$ cat src/rtl/eeprom_pkg.sv
package eeprom_pkg;
  typedef enum logic [2:0] {
    ST_IDLE,
    ST_DEV,
    ST_WADR,
    ST_WDAT,
    ST_ACK,
    ST_RDAT,
    ST_MACK
  } bus_st_e;

  localparam logic [3:0] DEV_TAG = 4'b1010;
endpackage

$ cat src/rtl/i2c_line_sync.sv
module i2c_line_sync #(
  parameter int STAGES = 2
) (
  input  logic clk,
  input  logic rst_n,
  input  logic scl_i,
  input  logic sda_i,
  output logic scl_s,
  output logic sda_s,
  output logic scl_rise,
  output logic scl_fall,
  output logic start_det,
  output logic stop_det
);
  logic [STAGES-1:0] scl_sh, sda_sh;
  logic scl_p, sda_p;

  always_ff @(posedge clk or negedge rst_n) begin
    if (!rst_n) begin
      scl_sh <= '1;
      sda_sh <= '1;
      scl_p  <= 1'b1;
      sda_p  <= 1'b1;
    end else begin
      scl_sh <= {scl_sh[STAGES-2:0], scl_i};
      sda_sh <= {sda_sh[STAGES-2:0], sda_i};
      scl_p  <= scl_sh[STAGES-1];
      sda_p  <= sda_sh[STAGES-1];
    end
  end

  assign scl_s     = scl_sh[STAGES-1];
  assign sda_s     = sda_sh[STAGES-1];
  assign scl_rise  = scl_s & ~scl_p;
  assign scl_fall  = ~scl_s & scl_p;
  // data edges while the clock stays high mark bus conditions
  assign start_det = scl_s & scl_p & sda_p & ~sda_s;
  assign stop_det  = scl_s & scl_p & ~sda_p & sda_s;
endmodule

$ cat src/rtl/eeprom_page_buf.sv
module eeprom_page_buf #(
  parameter int PAGE_W = 4,
  parameter int DATA_W = 8
) (
  input  logic                              clk,
  input  logic                              rst_n,
  input  logic                              clr,
  input  logic                              we,
  input  logic [PAGE_W-1:0]                 widx,
  input  logic [DATA_W-1:0]                 wdata,
  output logic [(1<<PAGE_W)-1:0][DATA_W-1:0] pg_data,
  output logic [(1<<PAGE_W)-1:0]            pg_valid
);
  localparam int DEPTH = 1 << PAGE_W;

  for (genvar g = 0; g < DEPTH; g++) begin : g_slot
    always_ff @(posedge clk or negedge rst_n) begin
      if (!rst_n) begin
        pg_data[g]  <= '0;
        pg_valid[g] <= 1'b0;
      end else if (clr) begin
        pg_valid[g] <= 1'b0;
      end else if (we && widx == PAGE_W'(g)) begin
        pg_data[g]  <= wdata;
        pg_valid[g] <= 1'b1;
      end
    end
  end
endmodule

$ cat src/rtl/eeprom_array.sv
module eeprom_array #(
  parameter int ADDR_W     = 7,
  parameter int PAGE_W     = 4,
  parameter int DATA_W     = 8,
  parameter int TWR_CYCLES = 600
) (
  input  logic                              clk,
  input  logic                              rst_n,
  input  logic                              commit,
  input  logic [ADDR_W-PAGE_W-1:0]          commit_page,
  input  logic [(1<<PAGE_W)-1:0][DATA_W-1:0] pg_data,
  input  logic [(1<<PAGE_W)-1:0]            pg_valid,
  input  logic [ADDR_W-1:0]                 rd_addr,
  output logic [DATA_W-1:0]                 rd_data,
  output logic                              busy
);
  localparam int DEPTH = 1 << ADDR_W;
  localparam int SLOTS = 1 << PAGE_W;
  localparam int CNT_W = $clog2(TWR_CYCLES + 1);

  logic [DATA_W-1:0] mem [DEPTH];
  logic [CNT_W-1:0]  twr_cnt;

  always_ff @(posedge clk or negedge rst_n) begin
    if (!rst_n) begin
      for (int a = 0; a < DEPTH; a++) mem[a] <= '0;
    end else if (commit) begin
      for (int i = 0; i < SLOTS; i++) begin
        if (pg_valid[i]) mem[{commit_page, PAGE_W'(i)}] <= pg_data[i];
      end
    end
  end

  always_ff @(posedge clk or negedge rst_n) begin
    if (!rst_n)              twr_cnt <= '0;
    else if (commit)         twr_cnt <= CNT_W'(TWR_CYCLES);
    else if (twr_cnt != '0)  twr_cnt <= twr_cnt - CNT_W'(1);
  end

  assign busy    = (twr_cnt != '0);
  assign rd_data = mem[rd_addr];
endmodule

$ cat src/rtl/i2c_eeprom_target.sv
module i2c_eeprom_target
  import eeprom_pkg::*;
#(
  parameter int ADDR_W      = 7,
  parameter int PAGE_W      = 4,
  parameter int TWR_CYCLES  = 600,
  parameter int SYNC_STAGES = 2
) (
  input  logic clk,
  input  logic rst_n,
  input  logic scl_i,
  input  logic sda_i,
  output logic sda_oe,
  output logic busy
);
  localparam int DATA_W = 8;
  localparam int SLOTS  = 1 << PAGE_W;
  localparam int PG_W   = ADDR_W - PAGE_W;

  logic scl_s, sda_s, scl_rise, scl_fall, start_det, stop_det;
  bus_st_e st, nxt;
  logic [3:0]        bit_cnt;
  logic [DATA_W-1:0] shreg;
  logic [ADDR_W-1:0] ptr;
  logic              got_data, mack_ok, commit;
  logic              buf_clr, buf_we;
  logic [PAGE_W-1:0] buf_idx;
  logic [DATA_W-1:0] buf_wdata, rd_data;
  logic [SLOTS-1:0][DATA_W-1:0] pg_data;
  logic [SLOTS-1:0]  pg_valid;
  logic [PG_W-1:0]   commit_page;

  i2c_line_sync #(.STAGES(SYNC_STAGES)) u_sync (
    .clk(clk), .rst_n(rst_n), .scl_i(scl_i), .sda_i(sda_i),
    .scl_s(scl_s), .sda_s(sda_s), .scl_rise(scl_rise), .scl_fall(scl_fall),
    .start_det(start_det), .stop_det(stop_det)
  );

  eeprom_page_buf #(.PAGE_W(PAGE_W), .DATA_W(DATA_W)) u_buf (
    .clk(clk), .rst_n(rst_n), .clr(buf_clr), .we(buf_we), .widx(buf_idx),
    .wdata(buf_wdata), .pg_data(pg_data), .pg_valid(pg_valid)
  );

  eeprom_array #(.ADDR_W(ADDR_W), .PAGE_W(PAGE_W), .DATA_W(DATA_W),
                 .TWR_CYCLES(TWR_CYCLES)) u_arr (
    .clk(clk), .rst_n(rst_n), .commit(commit), .commit_page(commit_page),
    .pg_data(pg_data), .pg_valid(pg_valid), .rd_addr(ptr), .rd_data(rd_data),
    .busy(busy)
  );

  // page bits never move during a write, so the pointer names the page at STOP
  assign commit_page = ptr[ADDR_W-1:PAGE_W];

  always_ff @(posedge clk or negedge rst_n) begin
    if (!rst_n) begin
      st        <= ST_IDLE;
      nxt       <= ST_IDLE;
      bit_cnt   <= '0;
      shreg     <= '0;
      ptr       <= '0;
      got_data  <= 1'b0;
      mack_ok   <= 1'b0;
      commit    <= 1'b0;
      buf_clr   <= 1'b0;
      buf_we    <= 1'b0;
      buf_idx   <= '0;
      buf_wdata <= '0;
      sda_oe    <= 1'b0;
    end else begin
      commit  <= 1'b0;
      buf_clr <= 1'b0;
      buf_we  <= 1'b0;
      if (start_det) begin
        // a repeated START throws away anything buffered so far
        st       <= ST_DEV;
        bit_cnt  <= '0;
        sda_oe   <= 1'b0;
        got_data <= 1'b0;
        buf_clr  <= 1'b1;
      end else if (stop_det) begin
        if (got_data) commit <= 1'b1;
        got_data <= 1'b0;
        st       <= ST_IDLE;
        sda_oe   <= 1'b0;
      end else begin
        unique case (st)
          ST_DEV, ST_WADR, ST_WDAT: begin
            if (scl_rise && bit_cnt != 4'd8) begin
              shreg   <= {shreg[DATA_W-2:0], sda_s};
              bit_cnt <= bit_cnt + 4'd1;
            end else if (scl_fall && bit_cnt == 4'd8) begin
              if (st == ST_DEV) begin
                if (shreg[7:4] == DEV_TAG && !busy) begin
                  sda_oe <= 1'b1;
                  st     <= ST_ACK;
                  nxt    <= shreg[0] ? ST_RDAT : ST_WADR;
                end else begin
                  st <= ST_IDLE;
                end
              end else if (st == ST_WADR) begin
                sda_oe <= 1'b1;
                ptr    <= shreg[ADDR_W-1:0];
                st     <= ST_ACK;
                nxt    <= ST_WDAT;
              end else begin
                sda_oe    <= 1'b1;
                buf_we    <= 1'b1;
                buf_idx   <= ptr[PAGE_W-1:0];
                buf_wdata <= shreg;
                ptr       <= {ptr[ADDR_W-1:PAGE_W], ptr[PAGE_W-1:0] + PAGE_W'(1)};
                got_data  <= 1'b1;
                st        <= ST_ACK;
                nxt       <= ST_WDAT;
              end
            end
          end
          ST_ACK: begin
            if (scl_fall) begin
              bit_cnt <= '0;
              st      <= nxt;
              if (nxt == ST_RDAT) begin
                shreg  <= rd_data;
                sda_oe <= ~rd_data[DATA_W-1];
              end else begin
                sda_oe <= 1'b0;
              end
            end
          end
          ST_RDAT: begin
            if (scl_rise) begin
              bit_cnt <= bit_cnt + 4'd1;
            end else if (scl_fall) begin
              if (bit_cnt == 4'd8) begin
                sda_oe <= 1'b0;
                st     <= ST_MACK;
              end else begin
                sda_oe <= ~shreg[DATA_W-2];
                shreg  <= {shreg[DATA_W-2:0], 1'b0};
              end
            end
          end
          ST_MACK: begin
            if (scl_rise) begin
              mack_ok <= ~sda_s;
              if (!sda_s) ptr <= ptr + ADDR_W'(1);
            end else if (scl_fall) begin
              if (mack_ok) begin
                shreg   <= rd_data;
                sda_oe  <= ~rd_data[DATA_W-1];
                bit_cnt <= '0;
                st      <= ST_RDAT;
              end else begin
                st <= ST_IDLE;
              end
            end
          end
          default: ;
        endcase
      end
    end
  end
endmodule

$ cat config.mk
export PLATFORM = sky130hd
export DESIGN_NAME = i2c_eeprom_target
export DESIGN_NICKNAME = d
export VERILOG_FILES = /design/src/rtl/eeprom_pkg.sv /design/src/rtl/i2c_line_sync.sv /design/src/rtl/eeprom_page_buf.sv /design/src/rtl/eeprom_array.sv /design/src/rtl/i2c_eeprom_target.sv
export SDC_FILE = /design/constraint.sdc
export NUM_CORES = 2
export LEC_CHECK = 0
export BUFFER_PORTS_ARGS = -buffer_cell sky130_fd_sc_hd__buf_2
export CAP_MARGIN = 20
export CORE_MARGIN = 5
export CORE_UTILIZATION = 65
export CTS_CLUSTER_DIAMETER = 50
export CTS_CLUSTER_SIZE = 10
export DETAILED_ROUTE_END_ITERATION = 6
export GPL_TIMING_DRIVEN = 0
export PLACE_DENSITY = 0.89
export SYNTH_ARGS = -nofsm -noshare
export SYNTH_HDL_FRONTEND = slang
export SYNTH_SLANG_ARGS = --single-unit
$ cat constraint.sdc
create_clock -name clk -period 7.2 [get_ports clk]
set_input_delay 1.8 -clock clk [delete_from_list [all_inputs] [get_ports clk]]
set_output_delay 1.8 -clock clk [all_outputs]
set_load 0.01 [all_outputs]
==> flow_metrics.tcl <==
set metrics [dict create \
    die_w_microns 300 \
    tns_ns 0 \
    drive_above_1_share_pct 43.5 \
    firstDrtPassIters 7 \
    path_clk_slew_ns 0.05 \
    ys_seq_elements 1227 \
    critPathRequiredTime_ns 7.81 \
    hold_path_depth 0 \
    powerDensity_nw_per_um2 281 \
    clk_latency_ns 0.78 \
    placement.io_buffers 5 \
    cts.htree.levels 4 \
    p_total_uw 17000 \
    gp_congestion 1.12 \
    rows 106 \
    grt_usage_pct 48.5 \
    criticalPathCategory "flip-flop to flip-flop" \
    yosysSeqAreaShare_pct 56.2 \
    rsz0062_at_grt "no" \
    outcome "finished with violations" \
    min_period_ns 5.07 \
    synth.distinct_cells 74 \
    synth-edff-count 0 \
    grt_pass1_wl_mm 299 \
    grt_pass1_vias 38000 \
    netlist.top_cell.by_area "dfrtp_1" \
    nNetsFinal 3787 \
    synth_cells 3606 \
    r2r_cells 10 \
    irDropWorstVdd_uv 246 \
    synthTopCellsByArea "dfrtp_1 56%, mux2_2 24%, mux4_2 7.9%, mux2i_1 2.1%, a22oi_1 1.4%" \
    p_leak_uw 0.0293 \
    ios 6 \
    post-cts-setup-buffers 0 \
    die_y_microns 300 \
    synth_top_area_share_pct 55.9 \
    violations "DRC" \
    hold_path_class "flip-flop to flip-flop" \
    syn_avg_cell_area_sq_um 15.2 \
    core_area_sq_um 83600 \
    postCtsHoldBufs 0 \
    finalHoldViolCount 0 \
    syn_area_sq_um 54700 \
    vias 38300 \
    finalWirelength_mm 217 \
    synth_nets 3615 \
    finalNonFillerCells 4916 \
    grt_max_degree 178 \
    setup.worst_path.start_class "flip-flop" \
    setup_viol 0 \
    setup.reg_to_reg.worst_slack_ns 2.13 \
    dp_hpwl_mm 145 \
    arrival_ns 5.68 \
    syn2layout_area_growth_pct 10.8 \
    numCtsBuffers 145 \
    cts_sinks 1227 \
    overflow 0 \
    yosys_warnings 0 \
    drc_errors 29 \
    cts_tree "built" \
    worstMarginPinSlew_ns 1.31 \
    crit_fanout 10 \
    slew_violations 0 \
    ant_nets 0 \
    finalClockSkew_ns 0.0178 \
    synthArstFlopShare_pct 100 \
    fin_util_pct 72.5 \
    drv_cap 0 \
    start_util_pct 65.5 \
    min_to "u_sync.scl_sh[1]" \
    dieArea_sq_um 90000 \
    max-clock-path-buffers 3 \
    worst_setup_path_end_kind "flip-flop" \
    wl_per_cell_microns 44.2 \
    finalCritPeriodShare_pct 70.4 \
    min_from "u_sync.scl_sh[0]" \
    max_freq_mhz 197 \
    slew_headroom_pct 12.9 \
    r2r-end "shreg[3]" \
    synth-main-ff-cell "dfrtp_1" \
    dp.cells 4708 \
    first_iter_violations 6004 \
    antenna_found_initial 22 \
    vias_per_cell 7.80 \
    root_buffer "clkbuf_16" \
    r2r_start "ptr[1]" \
    ctsResizeCount 0 \
]
-- through the flow --
| step | worst slack (ns) | hold slack (ns) | area [sq um] |
|---|---|---|---|
| 2_1_floorplan | 4.10 | 0.345 | 54700 |
| 3_3_place_gp | -21.85 | 0.350 | 56100 |
| 3_5_place_dp | 2.71 | 0.352 | 56400 |
| 4_1_cts | 2.67 | 0.361 | 60500 |
| 5_1_grt | 2.38 | 0.361 | 60500 |
| 6_report | 2.13 | 0.361 | 60600 |
-- critical path: stages (launching register included) --
cell	delay, ns
dfrtp_1	0.62
buf_4	0.43
buf_4	0.42
buf_2	0.67
buf_4	0.47
mux2i_1	0.61
a22oi_1	0.20
nand3_1	0.40
nand4_1	0.38
nor4b_1	0.44
a21oi_1	0.21
-- layout by cell type, fill, tap and decap left out, drive strengths merged, types with 60 or more instances in the layout --
master     n
nand2    192
mux2    1169
mux2i    116
mux4     208
nor2      60
a22oi    101
clkbuf   240
dfrtp   1221
buf      105
-- worst max-delay path by stage --
stage	start	end	slack, ns	cells after the start
final	ptr[1]	shreg[3]	2.13	10
after floorplan	u_arr.twr_cnt[0]	busy	4.10	6
after CTS	ptr[1]	shreg[1]	2.67	10
after global routing	ptr[1]	shreg[3]	2.38	10
after global placement	rst_n	u_arr.mem[514]	-21.85	1
after detailed placement	ptr[1]	shreg[1]	2.71	10
-- synthesized netlist by cell type, drive strengths merged, types with 5 or more instances --
cell    count
and3        6
nor2       60
a22oi     101
mux2     1169
nand4      12
nor2b      22
o21ai      35
inv        23
nor4        8
a21oi      54
dfstp       6
nand2b     15
nor4b       6
clkbuf     79
nor3       25
a21o       10
o31ai       5
buf        80
mux2i     116
mux4      208
nand3      54
nand2     192
ha          5
dfrtp    1221
-- power breakdown --
group          total (uW)  internal, uW  switching, uW
Clock                6650          3790           2860
Sequential           7080          6980            101
Combinational        3290           894           2400
-- metal layers --
| layer | wire, microns | track usage [%] |
|---|---|---|
| met5 | 81 | 0.162 |
| met4 | 21400 | 35.0 |
| met3 | 35800 | 27.1 |
| met2 | 86900 | 64.7 |
| met1 | 73000 | 59.4 |
-- sequential cells by signal, summed over array words and instances, names as in the netlist, 2 cells and up --
signal          flops
u_buf.pg_valid     16
bit_cnt             4
u_arr.twr_cnt      10
u_buf.pg_data     128
ptr                 7
shreg               8
st                  3
u_arr.mem        1024
buf_idx             4
nxt                 3
buf_wdata           8
u_sync.sda_sh       2
u_sync.scl_sh       2
-- area by class of cell --
cell class / count / area [sq um]
Antenna cell: 24 / 60.1
Buffer: 159 / 848
Clock buffer: 161 / 3800
Clock inverter: 20 / 246
Fill cell: 5060 / 23000
Inverter: 23 / 86.3
Multi-Input combinational cell: 2197 / 23100
Sequential cell: 1227 / 30700
Tap cell: 1080 / 1350
Timing Repair Buffer: 25 / 408
-- logic make-up (layout without fill, tap and decap cells) --
logic type | Yosys count | in the layout | synth area share [%]
other cells | 0 | 24 | 0
xor+xnor | 5 | 5 | 0.0801
mux | 1493 | 1493 | 34.9
fa+ha+maj | 5 | 5 | 0.114
flops | 1227 | 1227 | 56.2
compound gates | 259 | 259 | 3.26
buf+inv | 182 | 388 | 1.71
simple gates | 435 | 435 | 3.82
No activity file was read; power rests on OpenSTA's default activity.
